**src/rtl/pd_pkg.sv**
```systemverilog
package pd_pkg;
  localparam int PAT_LEN = 5;
  // bit i is the i-th arriving pattern bit
  localparam logic [PAT_LEN-1:0] PAT_SEQ = 5'b10100;
  localparam int NLVL = PAT_LEN + 1;

  // longest pattern prefix ending the stream "prefix(lvl) followed by b"
  function automatic int follow(int lvl, logic b);
    logic [PAT_LEN:0] seq;
    int n;
    int res;
    logic hit;
    seq = '0;
    res = 0;
    for (int i = 0; i < PAT_LEN; i++)
      if (i < lvl) seq[i] = PAT_SEQ[i];
    seq[lvl] = b;
    n = lvl + 1;
    for (int j = 1; j <= PAT_LEN; j++) begin
      if (j <= n) begin
        hit = 1'b1;
        for (int i = 0; i < PAT_LEN; i++)
          if (i < j && seq[n-j+i] != PAT_SEQ[i]) hit = 1'b0;
        if (hit) res = j;
      end
    end
    return res;
  endfunction
endpackage

```
**src/rtl/pd_next_level.sv**
```systemverilog
module pd_next_level
  import pd_pkg::*;
(
  input  logic [PAT_LEN-1:0] state_i,
  input  logic               bit_i,
  output logic [PAT_LEN-1:0] next_o
);
  logic [NLVL-1:0] lvl;
  assign lvl = {state_i, ~|state_i};

  for (genvar t = 1; t < NLVL; t++) begin : g_tgt
    logic [NLVL-1:0] src;
    for (genvar k = 0; k < NLVL; k++) begin : g_src
      localparam int T0 = follow(k, 1'b0);
      localparam int T1 = follow(k, 1'b1);
      localparam logic HIT0 = (T0 == t);
      localparam logic HIT1 = (T1 == t);
      assign src[k] = lvl[k] & (bit_i ? HIT1 : HIT0);
    end
    assign next_o[t-1] = |src;
  end
endmodule

```
**src/rtl/pd_state_reg.sv**
```systemverilog
module pd_state_reg
  import pd_pkg::*;
(
  input  logic               clk_i,
  input  logic               rst_ni,
  input  logic               clear_i,
  input  logic [PAT_LEN-1:0] next_i,
  output logic [PAT_LEN-1:0] state_o
);
  always_ff @(posedge clk_i or negedge rst_ni) begin
    if (!rst_ni)      state_o <= '0;
    else if (clear_i) state_o <= '0;
    else              state_o <= next_i;
  end
endmodule

```
**src/rtl/pattern_progress_det.sv**
```systemverilog
module pattern_progress_det
  import pd_pkg::*;
(
  input  logic               clk_i,
  input  logic               rst_ni,
  input  logic               clear_i,
  input  logic               bit_i,
  output logic [PAT_LEN-1:0] progress_o
);
  logic [PAT_LEN-1:0] state_q;
  logic [PAT_LEN-1:0] state_d;

  pd_next_level u_next (
    .state_i (state_q),
    .bit_i   (bit_i),
    .next_o  (state_d)
  );

  pd_state_reg u_reg (
    .clk_i   (clk_i),
    .rst_ni  (rst_ni),
    .clear_i (clear_i),
    .next_i  (state_d),
    .state_o (state_q)
  );

  assign progress_o = state_q;
endmodule

```
**config.mk**
```make
export PLATFORM = sky130hd
export DESIGN_NAME = pattern_progress_det
export DESIGN_NICKNAME = d
export VERILOG_FILES = /design/src/rtl/pd_pkg.sv /design/src/rtl/pd_next_level.sv /design/src/rtl/pd_state_reg.sv /design/src/rtl/pattern_progress_det.sv
export SDC_FILE = /design/constraint.sdc
export NUM_CORES = 1
export LEC_CHECK = 0
export CORE_AREA = 2 2 39 41
export DETAILED_ROUTE_END_ITERATION = 10
export DIE_AREA = 0 0 41 43
export GPL_ROUTABILITY_DRIVEN = 0
export HOLD_SLACK_MARGIN = 0.15
export MAX_ROUTING_LAYER = met4
export PLACE_DENSITY = 0.32
export SLEW_MARGIN = 20
export SYNTH_ARGS = -nofsm -noshare
export SYNTH_HDL_FRONTEND = slang
export SYNTH_SLANG_ARGS = --single-unit
```
**constraint.sdc**
```tcl
create_clock -name clk_i -period 2.25 [get_ports clk_i]
set_clock_uncertainty 0.05 [all_clocks]
set_input_delay 0.45 -clock clk_i [delete_from_list [all_inputs] [get_ports clk_i]]
set_output_delay 0.45 -clock clk_i [all_outputs]
set_load 0.05 [all_outputs]
```
# Yosys cells after proc, flatten, opt, wreduce, memory -nomap -nowiden
# Cells that the tools add are included.
# totals
register_bits	5
inputBits	4
output_inout_bits	5
# classes
muxes	3
bitwise	8
n_reduce_logical	4
# ops
operator	count
$and A1 B1 Y1	8
$mux W5	1
$reduce_or A5 Y1	1
$reduce_or A3 Y1	1
$mux W1	2
$reduce_or A2 Y1	1
$logic_not A1 Y1	1

# Longest topological paths before layout
# logic_depth
depth_word	5
mapped_depth	2
depth_no_buf	2

# Hierarchy
# Synthesis repeated with hierarchy kept, for this count alone.
# hier_totals
hier_cells	18
area_unflattened_um2	201.4
# modules_own_cells
module	instances	cells_each	area_per_inst_um2
pd_state_reg	1	10	156.4
pd_next_level	1	8	45.0

# Worst setup path after synthesis
# No wires, ideal clock.
# synth_timing
kind	register to output
start	register u_reg.state_o[3]
end	output port progress_o[3]
arrival_time_ps	623
t_required_ps	1750
setup_slack_ps	1127
stages_incl_launch_ff	1
path_buffers	0
cell_sequence	dfrtp_1
# synth_rtl
element	line	source
from (decl)	pd_state_reg.sv:8	output logic [PAT_LEN-1:0] state_o
from (signal assigned)	pd_state_reg.sv:13	else state_o <= next_i;
to (decl)	pattern_progress_det.sv:8	output logic [PAT_LEN-1:0] progress_o
# No word-level cell between the ends.

# Worst setup path after layout
# layout_timing
start	register u_reg.state_o[1]
end	output port progress_o[1]
# No word-level cell between the ends.

==> impl_results.md <==
- Global route total overflow: 0
- Worst R2R Start: u_reg.state_o[0]
- Max-cap violations: 0
- Seq pwr share: 42.8%
- Clock Power Share: 45.9%
- Via Count: around 150
- Initial antenna violation count: 0
- WP data arrival: between 1 and 1.5 ns
- Post-Synthesis Cells: 13
- Syn_nets: 17
- Max reg flops: 5
- Status: finished clean
- Worst path top cell family by delay: buffers and inverters
- Post-cts sizing count: 0
- WS Path Type: flop to output port
- I/O Buffers: 8
- Worst VDD drop: between 0.1 and 0.15 mV
- Register with the most flip-flops: u_reg.state_o
- Site Rows: 14
- Max clock buf depth: 2
- Slew Limit Fails: 0
- Die height: 43 um
- P_leak: 0.1408 nW
- Power per Cell Area: about 700 mW/mm2
- Final setup viols: 0
- Final ANT Viol Nets: 0
- Total Nets Final: 30
- Number of remaining DRC errors: 0
- Yosys warning total: 0
- Slowest cell on crit path: clkdlybuf4s50_1
- Max_slew headroom: 67.14%
- IO Pins: 9
- Seq/Total Area, Yosys: between 60% and 70%
- Setup TNS: 0 ns
- Synth area leader: dfrtp_1
- Post-DP HPWL: ~300 um
- Syn Std Cell Area: about 190 um2
- Critical Path Source Type: flop
- CP peak stage delay: between 0.8 and 0.9 ns
- Root Driver: clkbuf_4
- Clk sink count: 5
- Netlist cell types: 7
- Global-route wire length before repair: slightly below 700 um
- Antenna cell count: 0
- CP cell instances: clkdlybuf4s50_1
- CP startpoint: u_reg.state_o[1]
- Clock-pin slew on the worst setup and hold paths: 0.04 ns
- Top cells by area, synth: dfrtp_1 (68%), and3b_2 (11%), nor3_1 (5.4%), nor3_2 (5.4%), a22o_1 (4.7%)
- NetSw: ~50 uW
- Crit share post-route: 85.77%
- Int Pwr: 170.3 uW
- Largest net degree at the start of global routing: 6
- Largest registers: u_reg.state_o (5)
- Core Area: 0.001384 mm2
- RSZ-0062 raised after global routing: false
- Detail-routed via count per cell: approximately 3.6
- Hold buffers post-CTS: 0
- Minimum clock period after layout: roughly 1.9 ns
- GRT Resource Usage Total: under 10%
- Worst-Skew Late Latency: roughly 0.24 ns
- Layout cells sized above 1: 28.00%
- TritonCTS clock tree: yes
- Initial DRT Pass Iterations: 2
- Wire per inst: between 9 and 10 um
- Setup Buffers After CTS: 0
- Die Width: between 40 and 50 um
- WP data required: approximately 1.8 ns
- Fill count: roughly 160
- Die area: 0.001763 mm2
- Hold Crit Class: primary input to async pin
- Num CTS Buffers: 3
- Syn_area_per_cell: between 10 and 15 um2
- Syn-to-layout area delta: 68.24%
- Min Hold Slack: just under 0.4 ns
- Setup crit end kind: output port
- Total Wirelength: approximately 390 um
- #FFs+latches synth: 5
- Crit-path max FO: 3
- Hold Fails Final Rpt: 0
- WP buf/inv: 1
- Switching share of power: 22.44%
- Post-synth top area share: 67.57%
- Initial Utilization: a little over an eighth
- Worst Tran Pin Value: ~0.5 ns
- Fmax: slightly above 500 MHz
- Vias in the first global route: ~170
- CTS H-tree lvls: 1
- 1st-iter DRT viols: 3
- Comb power frac: between 10 and 15%
-- cells by family after synthesis --
group            Yosys count  synth area share, %
AND/OR/NAND/NOR            7                27.70
flip-flops                 5                67.57
AO/OA/AOI/OAI              1                4.731
-- final cells by class --
type                            instances  area, um2  share of cell area (%)
Clock buffer                            4      26.28                   8.434
Sequential cell                         5      125.1                   40.16
Timing Repair Buffer                    8      80.08                   25.70
Multi-Input combinational cell          8      60.06                   19.28
Tap cell                               16      20.02                   6.426
-- synth_stat cells, drive strengths merged --
cell,count
and2,1
a22o,1
dfrtp,5
and3b,2
nor3,3
nor2,1
-- through the flow --
step	util (%)	power (mW)	instance area, um2	setup WS, ns	cells
floorplan	-	0.1069	185.2	1.127	13
global placement	20.61	0.1206	285.3	0.5585	37
detailed placement	20.61	0.1202	285.3	0.5611	37
CTS	22.51	0.2258	311.5	0.2990	41
global route	22.51	0.2351	311.5	0.2741	41
finish	22.51	0.2195	311.5	0.3202	41
-- per-layer routing --
metal	vias up	routed length, um	GRT usage [%]	share of wire (%)
li1	71	-	-	-
met3	0	53	3.141	13
met2	8	166	6.875	42
met4	0	0	6.000	0
met1	69	173	8.170	44
met5	-	0	-	0
-- final timing paths --
| check | to | slack (ns) | cells past startpoint |
|---|---|---|---|
| max | progress_o[1] | 0.32 | 1 |
| min | u_reg.state_o[1] | 0.39 | 1 |
| max reg2reg | u_reg.state_o[0] | 1.40 | 2 |
| min reg2reg | u_reg.state_o[0] | 0.47 | 1 |
| max in group asynchronous | u_reg.state_o[0] | 1.57 | 1 |
| min in group clk_i | u_reg.state_o[0] | 0.47 | 1 |
-- power by group through the flow --
stage / combinational (mW) / sequential, mW / clock [mW]
final: 0.0248 / 0.0941 / 0.101
after global routing: 0.0271 / 0.0940 / 0.114
after CTS: 0.0252 / 0.0941 / 0.107
after detailed placement: 0.0250 / 0.0952 / 0
after global placement: 0.0254 / 0.0951 / 0
after floorplan: 0.00461 / 0.102 / 0
-- cell usage in the layout (no fill, tap or decap) --
cell	instances
clkdlybuf4s50_1	8
dfrtp_1	5
clkbuf_4	3
and3b_2	2
nor3_1	2
nor3_2	1
nor2_1	1
a22o_1	1
and2_2	1
clkbuf_1	1
No activity file was read; power rests on OpenSTA's default activity.
